$ cat config.mk
export PLATFORM = sky130hd
export DESIGN_NAME = cap_cmp_timer
export DESIGN_NICKNAME = d
export VERILOG_FILES = /design/src/rtl/tmr_pkg.sv /design/src/rtl/tmr_counter.sv /design/src/rtl/tmr_capture.sv /design/src/rtl/cap_cmp_timer.sv
export SDC_FILE = /design/constraint.sdc
export NUM_CORES = 1
export LEC_CHECK = 0
export BUFFER_PORTS_ARGS = -buffer_cell sky130_fd_sc_hd__buf_2
export CELL_PAD_IN_SITES_DETAIL_PLACEMENT = 2
export CELL_PAD_IN_SITES_GLOBAL_PLACEMENT = 2
export CORE_ASPECT_RATIO = 1.2
export CORE_MARGIN = 3
export CORE_UTILIZATION = 43
export CTS_CLUSTER_SIZE = 24
export DETAILED_ROUTE_END_ITERATION = 10
export PLACE_DENSITY_LB_ADDON = 0.1
export SYNTH_ARGS = -nofsm -noshare
export SYNTH_HDL_FRONTEND = slang
export SYNTH_SLANG_ARGS = --single-unit
$ cat constraint.sdc
create_clock -name clk_i -period 2.3 [get_ports clk_i]
set_input_delay 0.115 -clock clk_i [delete_from_list [all_inputs] [get_ports clk_i]]
set_output_delay 0.115 -clock clk_i [all_outputs]
set_load 0.02 [all_outputs]
$ cat src/rtl/tmr_pkg.sv
package tmr_pkg;
    localparam int BYTE_W = 8;
    localparam int WORD_W = 2 * BYTE_W;
    localparam int CTL_W  = 5;

    // control bit positions
    localparam int CTL_LVL    = 0;
    localparam int CTL_RISE   = 1;
    localparam int CTL_OVF_EN = 2;
    localparam int CTL_CMP_EN = 3;
    localparam int CTL_CAP_EN = 4;

    typedef logic [BYTE_W-1:0] byte_t;
    typedef logic [WORD_W-1:0] word_t;

    // register index relative to the block base address
    typedef enum logic [2:0] {
        REG_CS     = 3'd0,
        REG_CNT_HI = 3'd1,
        REG_CNT_LO = 3'd2,
        REG_CMP_HI = 3'd3,
        REG_CMP_LO = 3'd4,
        REG_CAP_HI = 3'd5,
        REG_CAP_LO = 3'd6,
        REG_NONE   = 3'd7
    } reg_e;

    typedef struct packed {
        logic [CTL_W-1:0] ctl;
        logic             ovf_flg;
        logic             cmp_flg;
        logic             cap_flg;
        logic             cmp_arm;
        logic             cap_arm;
        word_t            ocr;
        byte_t            cnt_lo_lat;
        byte_t            cap_lo_lat;
        logic             cmp_pin;
    } tmr_state_t;
endpackage

$ cat src/rtl/tmr_counter.sv
module tmr_counter #(
    parameter int W = 16
) (
    input  logic         clk_i,
    input  logic         rst_ni,
    input  logic         tick_i,
    output logic [W-1:0] cnt_o,
    output logic         wrap_o
);
    logic [W-1:0] cnt_d, cnt_q;

    always_comb begin
        cnt_d = cnt_q;
        if (tick_i) begin
            cnt_d = cnt_q + W'(1);
        end
    end

    always_ff @(posedge clk_i or negedge rst_ni) begin
        if (!rst_ni) begin
            cnt_q <= '0;
        end else begin
            cnt_q <= cnt_d;
        end
    end

    assign cnt_o  = cnt_q;
    assign wrap_o = tick_i && (cnt_q == '1);


    cnt_step_chk: assert property (@(posedge clk_i) disable iff (!rst_ni)
        tick_i |=> cnt_o == $past(cnt_o) + W'(1));

    cnt_hold_chk: assert property (@(posedge clk_i) disable iff (!rst_ni)
        !tick_i |=> $stable(cnt_o));
endmodule

$ cat src/rtl/tmr_capture.sv
module tmr_capture #(
    parameter int W      = 16,
    parameter int SYNC_N = 2
) (
    input  logic         clk_i,
    input  logic         rst_ni,
    input  logic         pin_i,
    input  logic         rise_sel_i,
    input  logic [W-1:0] cnt_i,
    output logic         evt_o,
    output logic [W-1:0] icr_o
);
    localparam int SH_W = SYNC_N + 1;

    typedef struct packed {
        logic [SH_W-1:0] sh;
        logic [W-1:0]    icr;
    } cap_state_t;

    cap_state_t d, q;
    logic now_lvl, old_lvl;

    assign now_lvl = q.sh[SYNC_N-1];
    assign old_lvl = q.sh[SYNC_N];
    assign evt_o   = rise_sel_i ? (now_lvl && !old_lvl) : (!now_lvl && old_lvl);

    always_comb begin
        d    = q;
        d.sh = {q.sh[SH_W-2:0], pin_i};
        if (evt_o) begin
            d.icr = cnt_i;
        end
    end

    always_ff @(posedge clk_i or negedge rst_ni) begin
        if (!rst_ni) begin
            q <= '0;
        end else begin
            q <= d;
        end
    end

    assign icr_o = q.icr;


    icr_take_chk: assert property (@(posedge clk_i) disable iff (!rst_ni)
        evt_o |=> icr_o == $past(cnt_i));

    icr_hold_chk: assert property (@(posedge clk_i) disable iff (!rst_ni)
        !evt_o |=> $stable(icr_o));
endmodule

$ cat src/rtl/cap_cmp_timer.sv
module cap_cmp_timer
    import tmr_pkg::*;
#(
    parameter int ADDR_W    = 5,
    parameter int BASE_ADDR = 8
) (
    input  logic              clk_i,
    input  logic              rst_ni,
    input  logic              tick_i,
    input  logic              cap_pin_i,
    input  logic [ADDR_W-1:0] addr_i,
    input  logic              rd_en_i,
    input  logic              wr_en_i,
    input  logic [BYTE_W-1:0] wr_data_i,
    output logic [BYTE_W-1:0] rd_data_o,
    output logic              irq_ovf_o,
    output logic              irq_cmp_o,
    output logic              irq_cap_o,
    output logic              cmp_pin_o
);
    localparam logic [ADDR_W-1:0] BASE   = ADDR_W'(BASE_ADDR);
    localparam logic [ADDR_W-1:0] N_REGS = ADDR_W'(7);

    tmr_state_t d, q;

    word_t cnt, icr;
    logic  wrap, cap_evt, cmp_hit;
    logic  [ADDR_W-1:0] off;
    reg_e  sel;
    logic  rd_cs, wr_ocr, rd_icr;

    tmr_counter #(.W(WORD_W)) u_counter (
        .clk_i  (clk_i),
        .rst_ni (rst_ni),
        .tick_i (tick_i),
        .cnt_o  (cnt),
        .wrap_o (wrap)
    );

    tmr_capture #(.W(WORD_W), .SYNC_N(2)) u_capture (
        .clk_i      (clk_i),
        .rst_ni     (rst_ni),
        .pin_i      (cap_pin_i),
        .rise_sel_i (q.ctl[CTL_RISE]),
        .cnt_i      (cnt),
        .evt_o      (cap_evt),
        .icr_o      (icr)
    );

    // address decode
    assign off = addr_i - BASE;
    assign sel = ((addr_i >= BASE) && (off < N_REGS)) ? reg_e'(off[2:0]) : REG_NONE;

    assign rd_cs   = rd_en_i && (sel == REG_CS);
    assign wr_ocr  = wr_en_i && ((sel == REG_CMP_HI) || (sel == REG_CMP_LO));
    assign rd_icr  = rd_en_i && ((sel == REG_CAP_HI) || (sel == REG_CAP_LO));
    assign cmp_hit = tick_i && (cnt == q.ocr);

    always_comb begin
        d = q;
        // register writes
        if (wr_en_i) begin
            case (sel)
                REG_CS:     d.ctl = wr_data_i[CTL_W-1:0];
                REG_CMP_HI: d.ocr[WORD_W-1:BYTE_W] = wr_data_i;
                REG_CMP_LO: d.ocr[BYTE_W-1:0] = wr_data_i;
                default:    ;
            endcase
        end
        // coherent read latches
        if (rd_en_i && (sel == REG_CNT_HI)) begin
            d.cnt_lo_lat = cnt[BYTE_W-1:0];
        end
        if (rd_en_i && (sel == REG_CAP_HI)) begin
            d.cap_lo_lat = icr[BYTE_W-1:0];
        end
        // clear sequencing
        if (rd_cs) begin
            d.ovf_flg = 1'b0;
            d.cmp_arm = q.cmp_flg;
            d.cap_arm = q.cap_flg;
        end
        if (wr_ocr && q.cmp_arm) begin
            d.cmp_flg = 1'b0;
            d.cmp_arm = 1'b0;
        end
        if (rd_icr && q.cap_arm) begin
            d.cap_flg = 1'b0;
            d.cap_arm = 1'b0;
        end
        // events take priority over clears
        if (wrap) begin
            d.ovf_flg = 1'b1;
        end
        if (cmp_hit) begin
            d.cmp_flg = 1'b1;
            d.cmp_pin = q.ctl[CTL_LVL];
        end
        if (cap_evt) begin
            d.cap_flg = 1'b1;
        end
    end

    always_ff @(posedge clk_i or negedge rst_ni) begin
        if (!rst_ni) begin
            q     <= '0;
            q.ocr <= '1;
        end else begin
            q <= d;
        end
    end

    // read multiplexer
    always_comb begin
        case (sel)
            REG_CS:     rd_data_o = {q.cap_flg, q.cmp_flg, q.ovf_flg, q.ctl};
            REG_CNT_HI: rd_data_o = cnt[WORD_W-1:BYTE_W];
            REG_CNT_LO: rd_data_o = q.cnt_lo_lat;
            REG_CMP_HI: rd_data_o = q.ocr[WORD_W-1:BYTE_W];
            REG_CMP_LO: rd_data_o = q.ocr[BYTE_W-1:0];
            REG_CAP_HI: rd_data_o = icr[WORD_W-1:BYTE_W];
            REG_CAP_LO: rd_data_o = q.cap_lo_lat;
            default:    rd_data_o = '0;
        endcase
    end

    assign irq_ovf_o = q.ovf_flg && q.ctl[CTL_OVF_EN];
    assign irq_cmp_o = q.cmp_flg && q.ctl[CTL_CMP_EN];
    assign irq_cap_o = q.cap_flg && q.ctl[CTL_CAP_EN];
    assign cmp_pin_o = q.cmp_pin;


    ovf_set_chk: assert property (@(posedge clk_i) disable iff (!rst_ni)
        wrap |=> q.ovf_flg);

    cap_set_chk: assert property (@(posedge clk_i) disable iff (!rst_ni)
        cap_evt |=> q.cap_flg);

    cmp_set_chk: assert property (@(posedge clk_i) disable iff (!rst_ni)
        cmp_hit |=> q.cmp_flg);

    cmp_pin_chk: assert property (@(posedge clk_i) disable iff (!rst_ni)
        cmp_hit |=> cmp_pin_o == $past(q.ctl[CTL_LVL]));

    cap_keep_chk: assert property (@(posedge clk_i) disable iff (!rst_ni)
        (q.cap_flg && !q.cap_arm) |=> q.cap_flg);

    cmp_keep_chk: assert property (@(posedge clk_i) disable iff (!rst_ni)
        (q.cmp_flg && !q.cmp_arm) |=> q.cmp_flg);
endmodule

## Yosys cells after proc, flatten, opt, wreduce, memory -nomap -nowiden

Index checks and enable logic that the tools add are counted.

- Equality and inequality tests: 8
- $add $sub $neg: 2
- Magnitude comparators: 2
- Multiplexer cells: 12
- Reductions and logical operators: 28

Operators by type and width:

| cell | number |
|---|---|
| $pmux W8 S7 | 1 |
| $add A16 B1 Y16 const B | 1 |
| $eq A16 B16 Y1 | 1 |
| $eq A16 B16 Y1 const B | 1 |
| $logic_and A1 B1 Y1 | 15 |
| $reduce_bool A2 Y1 | 5 |
| $eq A3 B3 Y1 const B | 3 |
| $mux W1 | 9 |
| $eq A3 B2 Y1 const B | 2 |
| $reduce_and A2 Y1 | 3 |
| $ge A5 B4 Y1 const B | 1 |
| $lt A5 B3 Y1 const B | 1 |
| $sub A5 B4 Y5 const B | 1 |
| $eq A3 B1 Y1 const B | 1 |
| $logic_not A3 Y1 | 1 |
| $mux W3 | 1 |
| $logic_not A1 Y1 | 2 |
| $logic_or A1 B1 Y1 | 2 |
| $mux W2 | 1 |

- Bits of input ports: 19
- Register bits: 78
- Word-level logic and storage cells: 66
- Output and inout port bits: 12

## Longest topological paths before layout

Gate-level depths: netlist (run 1).

- Word-level depth: 10
- Gate-level depth with buffers: 7
- Depth with buffers taken out: 6

## Hierarchy

Synthesis (run 1) repeated with hierarchy kept, for this count alone.

- Cell total of the unflattened synthesis: 386
- Area total of the unflattened synthesis: 4257.8 µm²

By module, submodules not included:

| module | seq. area each (µm²) | cells an instance | times used | area an instance (µm²) |
|---|---|---|---|---|
| cap_cmp_timer | 1096.1 | 171 | 1 | 2180.8 |
| tmr_capture | 475.5 | 151 | 1 | 1325.0 |
| tmr_counter | 400.4 | 64 | 1 | 752.0 |

## Least setup slack after synthesis (run 1)

Ideal clock, no wire load.

- Path kind: reg-to-reg
- From: register u_capture.q (netlist bit u_capture.d[18])
- To: register u_capture.q (netlist bit u_capture.icr_o[0])
- Required time: 2.175 ns
- Arrival time: 1.398 ns
- Library setup time: 0.125 ns
- Path buffers: 1
- Clock period less this slack: 1.523 ns
- Path slack: 0.777 ns
- Stages on the path, launching flop included: 5
- Cells stage by stage: dfrtp_1 -> nor2b_1 -> a21oi_2 -> buf_2 -> mux2_2

- Word-level cells in the longest chain between the ends: 3
- Elaborated cells on any way between the ends: 4
- Those cells by class: mux: 1; reduce/logical: 3

Ends and longest elaborated chain:

| element | line | source |
|---|---|---|
| start, declared | tmr_capture.sv:20 | `cap_state_t d, q;` |
| start signal, assigned | tmr_capture.sv:37 | `q <= '0;` |
| start signal, assigned | tmr_capture.sv:39 | `q <= d;` |
| $logic_not A1 Y1 | tmr_capture.sv:25 | `assign evt_o = rise_sel_i ? (now_lvl && !old_lvl) : (!now_lvl && old_lvl);` |
| $logic_and A1 B1 Y1 | tmr_capture.sv:25 |  |
| $mux W1 * | tmr_capture.sv:25 |  |

Every way passes the cells marked *; elsewhere a longest branch is shown, timed or not.
A chain may end at the register's enable or synchronous reset.

## Final worst setup path (run 1)

- From: register u_counter.cnt_q[1], in the netlist u_counter.cnt_o[1]
- To: register q[37] in the netlist's numbering

- Word-level cells in the longest chain between the ends: 3
- Elaborated cells on any way between the ends: 4
- Those cells by class: eq/ne: 1; mux: 1; reduce/logical: 2

Ends and longest elaborated chain:

| element | line | source |
|---|---|---|
| start, declared | tmr_counter.sv:10 | `logic [W-1:0] cnt_d, cnt_q;` |
| start signal, assigned | tmr_counter.sv:23 | `cnt_q <= cnt_d;` |
| $eq A16 B16 Y1 * | tmr_counter.sv:28 | `assign wrap_o = tick_i && (cnt_q == '1);` |
| $logic_and A1 B1 Y1 * | tmr_counter.sv:28 |  |
| $mux W1 / $reduce_bool A2 Y1 (equally long branches) | n/a |  |
| end, declared | cap_cmp_timer.sv:24 | `tmr_state_t d, q;` |

Marked as above.

==> impl_summary.log, run 1 <==
[metrics] I/O pin count: 31
[metrics] number of placement rows: 36
[metrics] pin count of the biggest net entering global routing: 76
[metrics] detail-routed net length per standard cell: roughly 21 um
[metrics] sum of net half-perimeters after detailed placement: between 7 and 8 mm
[metrics] fillcell total: roughly 840
[metrics] Switch Pwr: 1.115 mW
[metrics] transition time at the pin with the least slew margin: 949.3 ps
[metrics] type of the tightest min-delay check: input pin to register
[metrics] Period Utilization, post-route: 0.8189
[metrics] required time of the worst setup path: ~2600 ps
[metrics] switching power share of the total: 0.3071
[metrics] unrepaired setup endpoints after global routing: no
[metrics] Setup WS post-layout: about 420 ps
[metrics] cts bufs inserted: 9
[metrics] CP startpoint kind: register
[metrics] commonest cells in the synthesized netlist: sky130_fd_sc_hd__dfrtp_1 (62), sky130_fd_sc_hd__nand2_1 (49), sky130_fd_sc_hd__mux2_2 (46)
[metrics] Total Neg Setup Slack: 0 ps
[metrics] Ys Warns: 0
[metrics] highest ir drop seen on vdd: ~0.45 mV
[metrics] GRT Overall Usage: 0.2227
[metrics] Relative slew margins: 0.3671
[metrics] placed cell count: around 460
[metrics] Port Buffers: 30
[metrics] number of vias after detailed routing: roughly 2600
[metrics] min cycle time layout: about 1900 ps
[metrics] Initial DRT Pass Iterations: 4
[metrics] cell types occupying the most area after synthesis: sky130_fd_sc_hd__dfrtp_1 (42%), sky130_fd_sc_hd__mux2_2 (14%), sky130_fd_sc_hd__dfstp_2 (11%), sky130_fd_sc_hd__nand2_1 (5.0%), sky130_fd_sc_hd__xnor2_1 (4.3%)
[metrics] Die Outline Area: slightly below 10000 um2
[metrics] Final setup violation count: 0
[metrics] violation count after the first detailed-route iteration: between 60 and 70
[metrics] Die X: ~91 um
[metrics] final routed DRC violation total: 0
[metrics] diode count: 0
[metrics] Synth Net Count: 336
[metrics] largest driver fanout on the critical path: 7
[metrics] CTS max path bufs: 2
[metrics] internal portion of total power: approximately 2.5 mW
[metrics] wire length of the first global-routing pass: between 15 and 20 mm
[metrics] Core Area: 8243 um2
[metrics] Layout area overhead: 15.03%
[metrics] number of enable-type register cells in the synthesized netlist: 0
[metrics] crit path DAT: roughly 2200 ps
[metrics] P per Cell Area: ~860 nW/um2
[metrics] Die Y: 107.5 um
[metrics] via/cell ratio: 5.324
[metrics] critical path class: register to register
[metrics] portion of total power attributed to sequential cells: 0.560
[metrics] CTS tree: yes
[metrics] register clock-pin slew on the reported worst setup and hold paths: roughly 80 ps
[metrics] clock root buffer master: sky130_fd_sc_hd__clkbuf_8
[metrics] per-instance average area after synthesis: approximately 12 um2
[metrics] maximum level of the CTS H-tree: 3
[metrics] Critical Path End Type: register
[metrics] Max Clock Freq: around 530 MHz
[metrics] routability congestion estimate: approximately 0.80
[metrics] net count reported at finish: 382
[metrics] Comb pwr share: 0.185
[metrics] proportion of power drawn by the clock network: 0.255
[metrics] combined area of all synthesized cells: around 3700 um2
[metrics] Synth area leader: sky130_fd_sc_hd__dfrtp_1
[metrics] max-cap violations: 0
[metrics] leading cell type by number of instances after synthesis: sky130_fd_sc_hd__dfrtp_1
[metrics] final hold violations: 0
[metrics] starting density of the core: 0.4475
[metrics] async set or reset register ratio after synthesis: 1.000
[metrics] synthesized flop and latch total: between 70 and 80
[metrics] Clock Latency Late Sink: 350 ps
[metrics] Post-synth top flop: sky130_fd_sc_hd__dfrtp_1
[metrics] grt total ovfl: 0
[metrics] total number of clock tree sinks: 78
[metrics] layout cell share with drive strength beyond 1: 0.3270
[metrics] final cell count without fillers: 481
[metrics] Gates resized, CTS repair: 0
[metrics] Setup Skew: between 6 and 7 ps
[metrics] cell count after synthesis: approximately 320
[metrics] area share of the largest cell type after synthesis: 0.4206
[metrics] result of the run: complete, no violations
[metrics] Routed Antenna Nets: 0
[metrics] total count of max-transition violations in the final report: 0
[metrics] register area share after synthesis: 0.5346
[metrics] Static Leakage: a little over 2 nW
[metrics] number of distinct library cells after synthesis: 38
[metrics] initial antenna violation count: 0
[metrics] Total Routed Length: 9.970 mm
[metrics] worst slack, placed: approximately 450 ps
[metrics] via count of the first global-routing pass: around 2900
-- sequential cells by signal, summed over array words and instances, names as in the netlist --
register	cells
cmp_pin_o	1
q	42
u_capture.d	2
u_capture.icr_o	16
u_capture.old_lvl	1
u_counter.cnt_o	16
-- layer usage --
metal  vias up  share of wire  global-route usage
li1       1194              -                   -
met1      1334           0.45              0.2818
met2        24           0.51              0.3858
met3         9          0.019             0.04056
met4         0          0.014             0.07221
met5         -              0                   0
-- stage by stage --
stage / instance area, um2 / power [mW] / hold WS [ps] / utilization
2_1_floorplan: 3689 / 2.416 / -180.6 / -
3_3_place_gp: 3970 / 2.667 / 222.7 / 0.4816
3_5_place_dp: 3970 / 2.727 / 226.0 / 0.4816
4_1_cts: 4243 / 3.678 / 47.54 / 0.5147
5_1_grt: 4243 / 3.859 / 57.26 / 0.5147
6_report: 4243 / 3.629 / 67.97 / 0.5147
-- cell families (layout without fill, tap and decap cells) --
| kind of cell | count (synthesis) | in the layout | share of synthesized area |
|---|---|---|---|
| AND/OR/NAND/NOR | 100 | 100 | 0.1364 |
| flip-flops | 78 | 78 | 0.5346 |
| multiplexers | 56 | 56 | 0.1679 |
| AO/OA/AOI/OAI | 33 | 33 | 0.05903 |
| XOR/XNOR | 31 | 31 | 0.07361 |
| buffers and inverters | 17 | 68 | 0.02510 |
| adder cells (fa/ha/maj) | 1 | 1 | 0.003392 |
-- area by class of cell --
type	count	area (um2)	area share
flip-flops and latches	78	1972	0.4648
well taps	114	142.6	0.03362
clock inverters	2	10.01	0.002359
multi-input cells	221	1624	0.3828
clock buffers	14	162.7	0.03834
inverters	3	11.26	0.002654
repair buffers	49	320.3	0.07549
-- final timing paths --
path | slack [ps] | cells past startpoint | end | from
hold / removal | 70 | 2 | u_counter.cnt_o[0] | tick_i
hold reg to reg | 360 | 0 | u_capture.d[18] | u_capture.d[17]
setup / recovery | 420 | 6 | q[37] | u_counter.cnt_o[1]
min in group asynchronous | 460 | 2 | q[13] | rst_ni
max in group asynchronous | 1120 | 3 | q[30] | rst_ni
setup reg to reg | 420 | 6 | q[37] | u_counter.cnt_o[1]
-- power groups by stage --
stage | registers [mW] | clock network, mW | logic, mW
6_report | 2.03 | 0.927 | 0.671
4_1_cts | 2.04 | 0.956 | 0.684
3_3_place_gp | 2.04 | 0 | 0.629
3_5_place_dp | 2.06 | 0 | 0.662
5_1_grt | 2.08 | 1.03 | 0.752
2_1_floorplan | 1.90 | 0 | 0.520
-- placed cells by master (no fill, tap or decap), types with 2 or more instances in the layout --
master / count
sky130_fd_sc_hd__xor2_1: 13
sky130_fd_sc_hd__nand3_1: 15
sky130_fd_sc_hd__nand4_1: 5
sky130_fd_sc_hd__clkinv_2: 2
sky130_fd_sc_hd__nor2b_1: 3
sky130_fd_sc_hd__nor3_1: 4
sky130_fd_sc_hd__nand2_1: 49
sky130_fd_sc_hd__buf_4: 10
sky130_fd_sc_hd__and2_1: 3
sky130_fd_sc_hd__dlygate4sd3_1: 10
sky130_fd_sc_hd__inv_1: 2
sky130_fd_sc_hd__buf_2: 29
sky130_fd_sc_hd__a22oi_1: 16
sky130_fd_sc_hd__clkbuf_8: 11
sky130_fd_sc_hd__dfstp_2: 16
sky130_fd_sc_hd__xnor2_1: 18
sky130_fd_sc_hd__mux2i_1: 9
sky130_fd_sc_hd__nor2_1: 5
sky130_fd_sc_hd__o21ai_0: 12
sky130_fd_sc_hd__and3_1: 7
sky130_fd_sc_hd__mux2_2: 46
sky130_fd_sc_hd__nand2_4: 2
sky130_fd_sc_hd__dfrtp_1: 62
sky130_fd_sc_hd__clkbuf_1: 3
-- critical path, stage by stage, from the launching register on --
cell,delay (ps)
sky130_fd_sc_hd__dfrtp_1,540
sky130_fd_sc_hd__ha_1,240
sky130_fd_sc_hd__nand4_1,150
sky130_fd_sc_hd__nor2_1,300
sky130_fd_sc_hd__nand2_1,140
sky130_fd_sc_hd__nor2_1,240
sky130_fd_sc_hd__a32o_1,220
-- timing repair --
item | CTS | global route
hold buffers | 10 | 0
buffers inserted | 0 | 0
endpoints found under the hold margin | 74 | 0
No activity file was read; power rests on OpenSTA's default activity.
==> run 2: changes to the inputs <==
--- a/config.mk
+++ b/config.mk
@@ -5,12 +5,13 @@
 export SDC_FILE = /design/constraint.sdc
 export NUM_CORES = 1
 export LEC_CHECK = 0
+export ABC_AREA = 1
 export BUFFER_PORTS_ARGS = -buffer_cell sky130_fd_sc_hd__buf_2
 export CELL_PAD_IN_SITES_DETAIL_PLACEMENT = 2
 export CELL_PAD_IN_SITES_GLOBAL_PLACEMENT = 2
 export CORE_ASPECT_RATIO = 1.2
 export CORE_MARGIN = 3
-export CORE_UTILIZATION = 43
+export CORE_UTILIZATION = 32
 export CTS_CLUSTER_SIZE = 24
 export DETAILED_ROUTE_END_ITERATION = 10
 export PLACE_DENSITY_LB_ADDON = 0.1
==> constraint.sdc (replaced) <==
create_clock -name clk_i -period 1.5 [get_ports clk_i]
set_input_delay 0.075 -clock clk_i [delete_from_list [all_inputs] [get_ports clk_i]]
set_output_delay 0.075 -clock clk_i [all_outputs]
set_load 0.02 [all_outputs]
==> run 2 against run 1 <==
  * The flow now finishes with violations (hold timing)
  * Synthesized cell count rose by 61%
  * Critical path depth stayed put
  * Hold slack lost 69 ps
  * Sequential cell count is the same
  * Clock-buffer cell count decreased by 3
==> impl_summary.log, run 2 <==
[metrics] result of the run: finished with violations
[metrics] violations in the final reports: hold timing
[metrics] required time of the worst setup path: 1720 ps
[metrics] clock root buffer master: sky130_fd_sc_hd__clkbuf_16
[metrics] Die X: ~110 um
[metrics] I/O pin count: 31
[metrics] violation count after the first detailed-route iteration: 130
[metrics] starting density of the core: 0.3312
[metrics] Switch Pwr: roughly 2.6 mW
[metrics] post-synthesis adder-cell area fraction: 0.003091
[metrics] number of vias after detailed routing: between 3000 and 4000
[metrics] Static Leakage: about 2.7 nW
[metrics] crit path DAT: around 1700 ps
[metrics] largest driver fanout on the critical path: 4
[metrics] combined area of all synthesized cells: 4048 um2
[metrics] Port Buffers: 30
[metrics] number of distinct library cells after synthesis: 32
[metrics] CTS tree: yes
[metrics] P per Cell Area: approximately 1400 nW/um2
[metrics] hold_sp: wr_data_i[7]
[metrics] maximum level of the CTS H-tree: 3
[metrics] area share of and/or/nand/nor cells after synthesis: 0.2572
[metrics] Synth Area in Compound Gates: 0.1345
[metrics] detail-routed net length per standard cell: 19.17 um
[metrics] Die Outline Area: approximately 14000 um2
[metrics] Period Utilization, post-route: 0.9915
[metrics] cell types occupying the most area after synthesis: sky130_fd_sc_hd__dfrtp_1 (38%), sky130_fd_sc_hd__nand2_1 (15%), sky130_fd_sc_hd__dfstp_2 (10%), sky130_fd_sc_hd__inv_1 (7.0%), sky130_fd_sc_hd__o21ai_0 (6.1%)
[metrics] transition time at the pin with the least slew margin: slightly below 500 ps
[metrics] main combinational cell family by area after synthesis: simple AND/OR/NAND/NOR gates
[metrics] internal portion of total power: 5.098 mW
[metrics] async set or reset register ratio after synthesis: 1.000
[metrics] initial antenna violation count: 0
[metrics] layout cell share with drive strength beyond 1: 0.3595
[metrics] Synth area leader: sky130_fd_sc_hd__dfrtp_1
[metrics] Relative slew margins: 0.6693
[metrics] via count of the first global-routing pass: 4144
[metrics] final hold violations: 1
[metrics] portion of total power attributed to sequential cells: 0.402
[metrics] most common cell after layout, fill and taps aside: sky130_fd_sc_hd__nand2_1
[metrics] type of the tightest min-delay check: input pin to register
[metrics] fraction of synthesized cell area in xor and xnor cells: 0.02597
[metrics] switching power share of the total: 0.3342
[metrics] Total Neg Setup Slack: 0 ps
[metrics] Clock Latency Late Sink: 330 ps
[metrics] proportion of power drawn by the clock network: 0.318
[metrics] min cycle time layout: around 1500 ps
[metrics] Ys Warns: 0
[metrics] Hold Slack: -0.5979 ps
[metrics] Setup Skew: around 9.6 ps
[metrics] Total Routed Length: roughly 15 mm
[metrics] diode count: 0
[metrics] per-instance average area after synthesis: 7.968 um2
[metrics] register clock-pin slew on the reported worst setup and hold paths: about 60 ps
[metrics] worst setup slack for register-to-register paths: 10 ps
[metrics] Critical Path End Type: register
[metrics] Comb pwr share: 0.280
[metrics] Die Y: around 130 um
[metrics] sum of net half-perimeters after detailed placement: between 10 and 15 mm
[metrics] Core Area: about 12000 um2
[metrics] sum of internal, switching and leakage power: around 7.7 mW
[metrics] number of placement rows: 44
[metrics] grt total ovfl: 0
[metrics] pin count of the biggest net entering global routing: 38
[metrics] unrepaired setup endpoints after global routing: yes
[metrics] highest ir drop seen on vdd: between 0.5 and 0.6 mV
[metrics] first element of the critical path: u_counter.cnt_o[0]
[metrics] utilization after layout: 0.4440
[metrics] routability congestion estimate: 0.7755
[metrics] Synth Net Count: approximately 530
[metrics] multiplexer fraction of the synthesized cell area: 0
[metrics] synthesized flop and latch total: slightly below 80
[metrics] Final setup violation count: 0
[metrics] Post-synth top flop: sky130_fd_sc_hd__dfrtp_1
[metrics] GRT Overall Usage: 0.2191
[metrics] final routed DRC violation total: 0
[metrics] net count reported at finish: ~630
[metrics] max-cap violations: 0
[metrics] area share of the largest cell type after synthesis: 0.3833
[metrics] cts bufs inserted: 9
[metrics] Crit Reg-Reg Startpoint: u_counter.cnt_o[0]
[metrics] via/cell ratio: 4.833
[metrics] register area share after synthesis: 0.4872
[metrics] critical path class: register to register
[metrics] flip-flop count of the largest register after layout: between 40 and 50
[metrics] Max Clock Freq: approximately 670 MHz
[metrics] Initial DRT Pass Iterations: 4
[metrics] most used cells in the layout excluding fill and tap cells: sky130_fd_sc_hd__nand2_1 (164), sky130_fd_sc_hd__buf_4 (64), sky130_fd_sc_hd__inv_1 (63), sky130_fd_sc_hd__dfrtp_1 (54), sky130_fd_sc_hd__o21ai_0 (39)
[metrics] CP startpoint kind: register
[metrics] leading cell type by number of instances after synthesis: sky130_fd_sc_hd__nand2_1
[metrics] cell count after synthesis: 508
[metrics] CTS max path bufs: 2
[metrics] wire length of the first global-routing pass: 23.05 mm
[metrics] commonest cells in the synthesized netlist: sky130_fd_sc_hd__nand2_1 (167), sky130_fd_sc_hd__inv_1 (76), sky130_fd_sc_hd__dfrtp_1 (62)
[metrics] Layout area overhead: 34.06%
[metrics] register bank with the most flops: q
[metrics] Routed Antenna Nets: 0
[metrics] number of enable-type register cells in the synthesized netlist: 0
[metrics] total number of clock tree sinks: 78
[metrics] total count of max-transition violations in the final report: 0
run 2: worst paths after layout:
kind / endpoint / depth (start not counted)
worst max-delay path: u_counter.cnt_o[14] / 6
worst min-delay path: q[32] / 3
worst max register to register: u_counter.cnt_o[14] / 6
worst min register to register: u_capture.d[18] / 0
max in group asynchronous: u_counter.cnt_o[15] / 3
min in group asynchronous: q[7] / 2
run 2: area by class of cell:
cell class / instances / area, um2
inverters: 79 / 299.0
flip-flops and latches: 78 / 1982
repair buffers: 99 / 764.5
fillers: 1396 / 6795
multi-input cells: 340 / 1846
well taps: 161 / 201.4
clock buffers: 11 / 252.7
clock inverters: 5 / 81.33
run 2: kinds of logic (layout without fill, tap and decap cells):
kind of cell,Yosys count,count (layout)
and+or+nand+nor,239,239
xor gates and xnor gates,12,12
DFF,78,78
AOI/OAI and AO/OA,88,88
buffers and inverters,90,194
adders and majority gates,1,1
run 2: metal layers:
| layer | wire length, um | share of wire | vias up | GRT usage |
|---|---|---|---|---|
| met5 | 0 | 0 | - | 0 |
| met4 | 343 | 0.023 | 0 | 0.06909 |
| met3 | 258 | 0.017 | 19 | 0.02292 |
| met2 | 7554 | 0.51 | 45 | 0.3881 |
| met1 | 6664 | 0.45 | 1879 | 0.2794 |
| li1 | - | - | 1793 | - |
run 2: worst max-delay path, stage by stage (launching register included):
cell and delay [ps]:
sky130_fd_sc_hd__dfrtp_1 420, sky130_fd_sc_hd__ha_2 210, sky130_fd_sc_hd__nand4_1 140, sky130_fd_sc_hd__nor2_2 190, sky130_fd_sc_hd__nand3_2 170, sky130_fd_sc_hd__o21ai_2 180
sky130_fd_sc_hd__inv_1 70
run 2: metrics by stage:
stage	instances	setup WS (ps)	hold slack (ps)	instance area [um2]
final	773	12.79	-0.5979	5426
after global routing	773	-83.87	16.31	5426
after CTS	763	-26.59	3.115	5221
after detailed placement	738	-70.09	72.04	4726
after global placement	738	-31.24	67.63	4726
after floorplan	508	128.4	-220.6	4048
run 2: repair_timing:
item,4_1_cts,5_1_grt
gates resized for setup,31,49
endpoints found under the hold margin,20,0
setup buffers,5,11
pin swaps,12,27
hold buffers,4,0
endpoints found under the setup margin,12,21
run 2: power groups by stage:
stage / combinational, mW / sequential (mW) / clock [mW]
after global placement: 1.78 / 3.05 / 0
after CTS: 2.00 / 3.05 / 2.49
after global routing: 2.39 / 3.15 / 2.58
final: 2.15 / 3.08 / 2.43
after detailed placement: 1.88 / 3.08 / 0
after floorplan: 1.04 / 2.92 / 0
